==> config.mk <==
export PLATFORM = sky130hd
export DESIGN_NAME = guest_tlb_flush
export DESIGN_NICKNAME = d
export VERILOG_FILES = /design/src/rtl/tlbinv_pkg.sv /design/src/rtl/tlbinv_datapath.sv /design/src/rtl/tlbinv_ctrl.sv /design/src/rtl/guest_tlb_flush.sv
export SDC_FILE = /design/constraint.sdc
export NUM_CORES = 1
export LEC_CHECK = 0
export ABC_AREA = 1
export BUFFER_PORTS_ARGS = -buffer_cell sky130_fd_sc_hd__buf_4
export CAP_MARGIN = 25
export CORE_ASPECT_RATIO = 1.4
export CORE_UTILIZATION = 50
export CTS_CLUSTER_SIZE = 12
export DETAILED_ROUTE_END_ITERATION = 7
export HOLD_SLACK_MARGIN = 0.05
export PLACE_DENSITY = 0.69
export SYNTH_ARGS = -nofsm -noshare
export SYNTH_HDL_FRONTEND = slang
export SYNTH_SLANG_ARGS = --single-unit
export TNS_END_PERCENT = 30
==> constraint.sdc <==
create_clock -name clk -period 2.8 [get_ports clk]
set_clock_uncertainty 0.05 [all_clocks]
set_input_delay 0 -clock clk [delete_from_list [all_inputs] [get_ports clk]]
set_output_delay 0 -clock clk [all_outputs]
set_load 0.01 [all_outputs]
==> src/rtl/tlbinv_pkg.sv <==
package tlbinv_pkg;
  typedef struct packed {
    logic go;
    logic noXs;
  } invStrobe_t;

  typedef enum logic {ST_IDLE, ST_DRAIN} seqState_t;
endpackage

==> src/rtl/tlbinv_datapath.sv <==
module tlbinv_datapath
  import tlbinv_pkg::*;
#(
  parameter int ENTRIES = 8,
  parameter int SLOTS = 8,
  parameter int TAG_W = 16,
  parameter bit KEEP_XS_ENTRIES = 1'b1,
  localparam int IDX_W = $clog2(ENTRIES),
  localparam int SLOT_W = $clog2(SLOTS)
) (
  input  logic              clk,
  input  logic              rstN,
  input  invStrobe_t        strb,
  input  logic              fillValid,
  input  logic [IDX_W-1:0]  fillIdx,
  input  logic [TAG_W-1:0]  fillTag,
  input  logic              fillHyp,
  input  logic              fillXs,
  input  logic [TAG_W-1:0]  lookupTag,
  input  logic              lookupHyp,
  output logic              lookupHit,
  input  logic              issValid,
  input  logic [SLOT_W-1:0] issSlot,
  input  logic              issXs,
  input  logic              issHyp,
  input  logic              retValid,
  input  logic [SLOT_W-1:0] retSlot,
  output logic              pendEmpty
);
  logic [ENTRIES-1:0] validQ, hypQ, xsQ, clearMask, matchVec;
  logic [TAG_W-1:0]   tagQ [ENTRIES];
  logic [SLOTS-1:0]   busyQ, aXsQ, aHypQ, pendQ, retMask, scopeMask;

  for (genvar i = 0; i < ENTRIES; i++) begin : g_entry
    assign clearMask[i] = strb.go && !hypQ[i] &&
                          !(strb.noXs && KEEP_XS_ENTRIES && xsQ[i]);
    assign matchVec[i]  = validQ[i] && !clearMask[i] &&
                          (tagQ[i] == lookupTag) && (hypQ[i] == lookupHyp);

    always_ff @(posedge clk) begin
      if (!rstN) begin
        validQ[i] <= 1'b0;
        hypQ[i]   <= 1'b0;
        xsQ[i]    <= 1'b0;
        tagQ[i]   <= '0;
      end else if (fillValid && fillIdx == IDX_W'(i)) begin
        validQ[i] <= 1'b1;
        hypQ[i]   <= fillHyp;
        xsQ[i]    <= fillXs;
        tagQ[i]   <= fillTag;
      end else if (clearMask[i]) begin
        validQ[i] <= 1'b0;
      end
    end
  end

  assign lookupHit = |matchVec;

  for (genvar s = 0; s < SLOTS; s++) begin : g_slot
    assign retMask[s]   = retValid && retSlot == SLOT_W'(s);
    assign scopeMask[s] = busyQ[s] && !aHypQ[s] && !(strb.noXs && aXsQ[s]);

    always_ff @(posedge clk) begin
      if (!rstN) begin
        busyQ[s] <= 1'b0;
        aXsQ[s]  <= 1'b0;
        aHypQ[s] <= 1'b0;
      end else if (issValid && issSlot == SLOT_W'(s)) begin
        busyQ[s] <= 1'b1;
        aXsQ[s]  <= issXs;
        aHypQ[s] <= issHyp;
      end else if (retMask[s]) begin
        busyQ[s] <= 1'b0;
      end
    end
  end

  always_ff @(posedge clk) begin
    if (!rstN)        pendQ <= '0;
    else if (strb.go) pendQ <= scopeMask & ~retMask;
    else              pendQ <= pendQ & ~retMask;
  end

  assign pendEmpty = (pendQ == '0);


  hyp_keep_chk: assert property (@(posedge clk) disable iff (!rstN)
    strb.go && !fillValid |=> (validQ & hypQ) == $past(validQ & hypQ));


  guest_clear_chk: assert property (@(posedge clk) disable iff (!rstN)
    strb.go && !strb.noXs && !fillValid |=> (validQ & ~hypQ) == '0);


  pend_shrink_chk: assert property (@(posedge clk) disable iff (!rstN)
    !strb.go |=> (pendQ & ~$past(pendQ)) == '0);
endmodule

==> src/rtl/tlbinv_ctrl.sv <==
module tlbinv_ctrl
  import tlbinv_pkg::*;
(
  input  logic       clk,
  input  logic       rstN,
  input  logic       cmdValid,
  input  logic       cmdNoXs,
  input  logic       pendEmpty,
  output logic       cmdReady,
  output logic       flushDone,
  output invStrobe_t strb
);
  seqState_t stateQ;

  assign cmdReady  = (stateQ == ST_IDLE);
  assign strb.go   = cmdValid && cmdReady;
  assign strb.noXs = cmdNoXs;
  assign flushDone = (stateQ == ST_DRAIN) && pendEmpty;

  always_ff @(posedge clk) begin
    if (!rstN)          stateQ <= ST_IDLE;
    else if (strb.go)   stateQ <= ST_DRAIN;
    else if (flushDone) stateQ <= ST_IDLE;
  end


  accept_stall_chk: assert property (@(posedge clk) disable iff (!rstN)
    cmdValid && cmdReady |=> !cmdReady);


  done_release_chk: assert property (@(posedge clk) disable iff (!rstN)
    flushDone |=> cmdReady && !flushDone);
endmodule

==> src/rtl/guest_tlb_flush.sv <==
module guest_tlb_flush
  import tlbinv_pkg::*;
#(
  parameter int ENTRIES = 8,
  parameter int SLOTS = 8,
  parameter int TAG_W = 16,
  parameter bit KEEP_XS_ENTRIES = 1'b1,
  localparam int IDX_W = $clog2(ENTRIES),
  localparam int SLOT_W = $clog2(SLOTS)
) (
  input  logic              clk,
  input  logic              rstN,
  input  logic              cmdValid,
  input  logic              cmdNoXs,
  output logic              cmdReady,
  output logic              flushDone,
  input  logic              fillValid,
  input  logic [IDX_W-1:0]  fillIdx,
  input  logic [TAG_W-1:0]  fillTag,
  input  logic              fillHyp,
  input  logic              fillXs,
  input  logic [TAG_W-1:0]  lookupTag,
  input  logic              lookupHyp,
  output logic              lookupHit,
  input  logic              issValid,
  input  logic [SLOT_W-1:0] issSlot,
  input  logic              issXs,
  input  logic              issHyp,
  input  logic              retValid,
  input  logic [SLOT_W-1:0] retSlot
);
  invStrobe_t strb;
  logic       pendEmpty;

  tlbinv_ctrl u_ctrl (
    .clk(clk), .rstN(rstN), .cmdValid(cmdValid), .cmdNoXs(cmdNoXs),
    .pendEmpty(pendEmpty), .cmdReady(cmdReady), .flushDone(flushDone),
    .strb(strb)
  );

  tlbinv_datapath #(
    .ENTRIES(ENTRIES), .SLOTS(SLOTS), .TAG_W(TAG_W),
    .KEEP_XS_ENTRIES(KEEP_XS_ENTRIES)
  ) u_dp (
    .clk(clk), .rstN(rstN), .strb(strb),
    .fillValid(fillValid), .fillIdx(fillIdx), .fillTag(fillTag),
    .fillHyp(fillHyp), .fillXs(fillXs),
    .lookupTag(lookupTag), .lookupHyp(lookupHyp), .lookupHit(lookupHit),
    .issValid(issValid), .issSlot(issSlot), .issXs(issXs), .issHyp(issHyp),
    .retValid(retValid), .retSlot(retSlot), .pendEmpty(pendEmpty)
  );
endmodule

==> impl_metrics.yaml, run 1 <==
layout:
  instances_no_fill: 1478
  nFillCells: 1628
  final_core_util: 0.597
  multi_input_comb_area_sq_mm: 0.00337
  drive_gt1_frac: 0.0945
  nets: 1278
  final-seq-area_sq_mm: 0.00498
  diodes: 0
  synthToLayoutAreaGrowth_pct: 17.1
drt:
  post-route-drc-count: 0
  drt_iter0_drc: 698
  wl_met2_um: 13800
  routed_wl_um: 26500
  dr_wl_met3_um: 1590
  routedWlPerCell_um: 18.0
  drt-met1-wl_um: 9720
  num_vias: 7677
  topRoutingLayerUsed: "met4"
  viasPerCell: 5.19
  drt_pass1_iterations: 5
  ant_nets: 0
floorplan:
  io_pins: 56
  dieHeight_um: 162
  rows: 58
  core_area_sq_mm: 0.0179
  die_x_um: 116
  initial_core_util: 0.510
  dieArea_sq_mm: 0.0188
logic_synthesis:
  avgSynthCellArea_sq_um: 8.02
  syn-num-nets: 1192
  synth_edf_count: 128
  synthCells: 1139
  synth_area_sq_mm: 0.00914
  ys_seq_elements: 185
  synth.most_common_cell: "nand2_1"
  netlist_top_cells_area: "edfxtp_1 (42%), nand2_1 (13%), dfxtp_1 (12%)"
  synth_ff_type: "edfxtp_1"
  synth_common_cells: "nand2_1 (316), nor2_1 (259), inv_1 (150)"
  netlist.top_cell.by_area: "edfxtp_1"
  ys_types: 30
  synthArstFlopShare: 0
  synth_warnings: 0
  ys_seq_area_frac: 0.546
  synth_top_area_share: 0.421
clock_tree:
  root_buffer: "clkbuf_16"
  ctsHoldBuffers: 41
  cts_buffer_depth: 2
  clkLatencyLatePin_ps: 440
  cts_sinks: 185
  htree_levels: 4
  cts_resized: 0
  postCtsSetupRepairBufs: 0
  cts_made_buffers: 17
  path_clk_slew_ps: 70
  cts_tree: "built"
power:
  p_sw_frac: 0.261
  p_sw_mw: 1.65
  power_frac_seq: 0.501
  power.internal_mw: 4.65
  combPwrFrac: 0.120
  totalPowerFinal_mw: 6.30
  peakVddDrop_mv: 0.408
  power_density_mw_per_mm2: 589
  p_clk_frac: 0.379
  cellLeakagePower_nw: 4.78
critical_path:
  end_kind: "flip-flop"
  crit_arrival_ps: 2860
  timing_worst_setup_path_type: "in -> reg"
  cp_max_fo: 4
  start_kind: "input pin"
  cp.required_ps: 3070
placed_design:
  dp_slack_ps: 1080
  detailed_place_hpwl_um: 18300
  dp.cells: 1405
  gp_congestion: 0.909
  io_buffers: 55
timing:
  timing.fmax_mhz: 386
  min_period_ps: 2590
  worst_slew_pin_slew_ps: 1080
  slew_headroom: 0.281
  min_period_over_period: 0.925
  hold_violations: 0
  worst_slack_ps: 211
  setup_violations: 0
  slew_viol_final: 0
  rsz0062_at_grt: "false"
  finalSetupTns_ps: 0
global_route:
  antenna_found_initial: 0
  grt_pass1_vias: 7385
  grt-ovfl-total: 0
  grt_pass1_wl_um: 40500
  grt_usage: 0.302
  grt_start_max_net_pins: 43
min_path:
  hold_class: "in -> reg"
run_status:
  run_status: "finished, final reports clean"
flow_run:
  cap_viol_max_count: 0
==> cell families after synthesis <==
logic type                count (synthesis)  synth area share
and+or+nand+nor                         622             0.269
AOI/OAI and AO/OA                       106            0.0624
buffers and inverters                   190            0.0885
DFF                                     185             0.546
xor gates and xnor gates                 36            0.0345
==> metrics by stage <==
| stage | area [sq um] | hold WS, ps |
|---|---|---|
| 3_5_place_dp | 9710 | 236 |
| 4_1_cts | 10700 | 59.3 |
| 2_1_floorplan | 9140 | 117 |
| 5_1_grt | 10700 | 95.2 |
| 6_report | 10700 | 74.3 |
| 3_3_place_gp | 9710 | 226 |
==> placed cells by master (no fill, tap or decap), types with 3 or more instances in the layout <==
cell / instances
xor2_1: 13
inv_1: 150
xnor2_1: 23
nor2_1: 259
nand3_1: 25
o21ai_0: 56
clkinvlp_4: 3
edfxtp_1: 128
o22ai_1: 16
clkbuf_16: 18
o21ai_2: 8
buf_4: 63
dfxtp_1: 57
a21oi_1: 16
dlygate4sd3_1: 41
a211oi_1: 8
inv_2: 3
clkinv_4: 3
nand4_1: 6
nand2_1: 316
nand4_2: 4
==> worst paths after layout <==
path	from	to	slack (ps)	cells after the start
setup / recovery	issSlot[1]	u_dp.aXsQ[4]	210	11
hold / removal	retValid	u_dp.pendQ[2]	70	4
setup reg to reg	u_ctrl.stateQ	u_dp.pendQ[3]	830	5
hold reg to reg	u_dp.busyQ[1]	u_dp.pendQ[1]	420	2
==> flip-flops by register name, summed over array words and instances (netlist names) <==
name / flops
u_dp.hypQ: 8
u_ctrl.stateQ: 1
u_dp.busyQ: 8
u_dp.tagQ: 128
u_dp.aHypQ: 8
u_dp.xsQ: 8
u_dp.validQ: 8
u_dp.pendQ: 8
u_dp.aXsQ: 8
==> power groups by stage <==
stage / sequential (mW) / clock (mW) / combinational (mW)
after global placement: 3.21 / 0 / 0.696
after CTS: 3.15 / 2.40 / 0.753
after global routing: 3.17 / 2.50 / 0.835
after detailed placement: 3.21 / 0 / 0.707
after floorplan: 3.20 / 0 / 0.445
final: 3.15 / 2.39 / 0.759
==> per-layer routing <==
layer  global-route usage  up-vias
met2                0.533      288
met3               0.0463       60
met1                0.336     3586
met5                    0        -
met4                0.181        0
li1                     -     3743
==> area by class of cell <==
type	count	area share
Sequential cell	185	0.466
Multi-Input combinational cell	764	0.315
Timing Repair Buffer	104	0.0825
Inverter	153	0.0537
Clock buffer	20	0.0437
Tap cell	240	0.0281
Clock inverter	12	0.0109
==> worst max-delay path, stage by stage <==
cell and delay (ps):
dlygate4sd3_1 550, buf_4 150, nor2_1 100, inv_1 50
nor2_1 140, dlygate4sd3_1 600, inv_1 80, nor2_1 80
dlygate4sd3_1 540, nor2_1 40, dlygate4sd3_1 540
(Power assumes the default switching activity.)
==> inputs of run 2 (changes only) <==
--- a/config.mk
+++ b/config.mk
@@ -6,7 +6,7 @@
 export NUM_CORES = 1
 export LEC_CHECK = 0
 export ABC_AREA = 1
-export BUFFER_PORTS_ARGS = -buffer_cell sky130_fd_sc_hd__buf_4
+export BUFFER_PORTS_ARGS = -buffer_cell sky130_fd_sc_hd__buf_2
 export CAP_MARGIN = 25
 export CORE_ASPECT_RATIO = 1.4
 export CORE_UTILIZATION = 50
==> run 2 against run 1 <==
  * Worst setup slack better by 500 ps
  * Critical path type is now reg -> out
  * Cell count down 0.34%
  * Largest cell class unchanged
  * Register-to-register slack better by 520 ps
  * Largest power group unchanged
==> impl_metrics.yaml, run 2 (same netlist as run 1, synthesis figures left out) <==
power:
  totalPowerFinal_mw: 6.40
  cellLeakagePower_nw: 4.73
  peakVddDrop_mv: 0.587
  power_density_mw_per_mm2: 607
critical_path:
  cp_max_fo: 13
  crit_arrival_ps: 2040
  end_kind: "primary output"
  start_kind: "flip-flop"
  cp.required_ps: 2750
  timing_worst_setup_path_type: "reg -> out"
floorplan:
  dieArea_sq_mm: 0.0188
  initial_core_util: 0.510
  rows: 58
  die_x_um: 116
  core_area_sq_mm: 0.0179
  io_pins: 56
  dieHeight_um: 162
timing:
  hold-worst-slack_ps: 67.8
  timing.fmax_mhz: 479
  setup_violations: 0
  hold_violations: 0
  slew_viol_final: 0
  rsz0062_at_grt: "false"
  min_period_ps: 2090
  finalSetupTns_ps: 0
  slew_headroom: 0.499
  worst_slew_pin_slew_ps: 749
  worst_slack_ps: 711
  min_period_over_period: 0.746
drt:
  dr_wl_met3_um: 1650
  num_vias: 7794
  wl_met2_um: 14100
  ant_nets: 0
  drt_pass1_iterations: 5
  routed_wl_um: 27100
  drt_iter0_drc: 677
  drt-met1-wl_um: 9780
  post-route-drc-count: 0
  routedWlPerCell_um: 18.4
  viasPerCell: 5.29
  topRoutingLayerUsed: "met4"
layout:
  drive_gt1_frac: 0.0973
  layout_commonest_cell: "nand2_1"
  nFillCells: 1644
  synthToLayoutAreaGrowth_pct: 15.4
  instances_no_fill: 1473
  largest_reg_flops: 128
  regMostFlops: "u_dp.tagQ"
  final-seq-area_sq_mm: 0.00498
  diodes: 0
  final_core_util: 0.588
  mostFrequentLayoutCells: "nand2_1 (316), nor2_1 (259), inv_1 (150), edfxtp_1 (128), dfxtp_1 (57)"
  nets: 1273
  final_area_sq_mm: 0.0105
  multi_input_comb_area_sq_mm: 0.00337
clock_tree:
  postCtsSetupRepairBufs: 0
  cts_resized: 0
  path_clk_slew_ps: 70
  cts_buffer_depth: 2
  htree_levels: 4
  root_buffer: "clkbuf_16"
  cts_sinks: 185
  cts_made_buffers: 17
  ctsHoldBuffers: 34
  clkLatencyLatePin_ps: 430
  cts_tree: "built"
flow_run:
  cap_viol_max_count: 0
global_route:
  grt_pass1_wl_um: 41000
  grt_pass1_vias: 7493
  antenna_found_initial: 0
  grt-ovfl-total: 0
  grt_start_max_net_pins: 32
  grt_usage: 0.304
run_status:
  run_status: "finished, final reports clean"
placed_design:
  dp_slack_ps: 1140
  detailed_place_hpwl_um: 18800
  dp.cells: 1406
  gp_congestion: 0.915
  io_buffers: 55
  placed_cell_area_sq_mm: 0.00958
min_path:
  hold_class: "in -> reg"
-- run 2: worst max-delay path: stages, from the launching register on --
cell	delay (ps)
dfxtp_1	330
nor2_2	430
nand3_1	140
nand2_1	120
nor2_1	60
nand3_1	80
nand2_1	50
nor2_1	100
nand2_1	120
buf_2	170
-- run 2: cell type report --
cell class / count / share of cell area
well taps: 240 / 0.0285
repair buffers: 99 / 0.0662
clock buffers: 19 / 0.0420
inverters: 153 / 0.0545
multi-input cells: 764 / 0.320
clock inverters: 13 / 0.0160
flip-flops and latches: 185 / 0.473
-- run 2: where the power goes --
part,internal (mW),switching (mW)
Sequential,3.08,0.0771
Clock,1.44,1.07
Combinational,0.235,0.501
Total,4.75,1.65
-- run 2: final timing paths --
check / start / end / slack (ps) / cells past startpoint
hold / removal: fillTag[0] / u_dp.tagQ[1][32] / 70 / 3
hold reg to reg: u_dp.busyQ[6] / u_dp.pendQ[6] / 410 / 2
setup / recovery: u_ctrl.stateQ / lookupHit / 710 / 9
setup reg to reg: u_ctrl.stateQ / u_dp.pendQ[0] / 1350 / 4
-- run 2: metal layers --
layer | track usage | up-vias
met4 | 0.184 | 0
li1 | - | 3731
met2 | 0.538 | 351
met1 | 0.337 | 3621
met3 | 0.0493 | 91
met5 | 0 | -
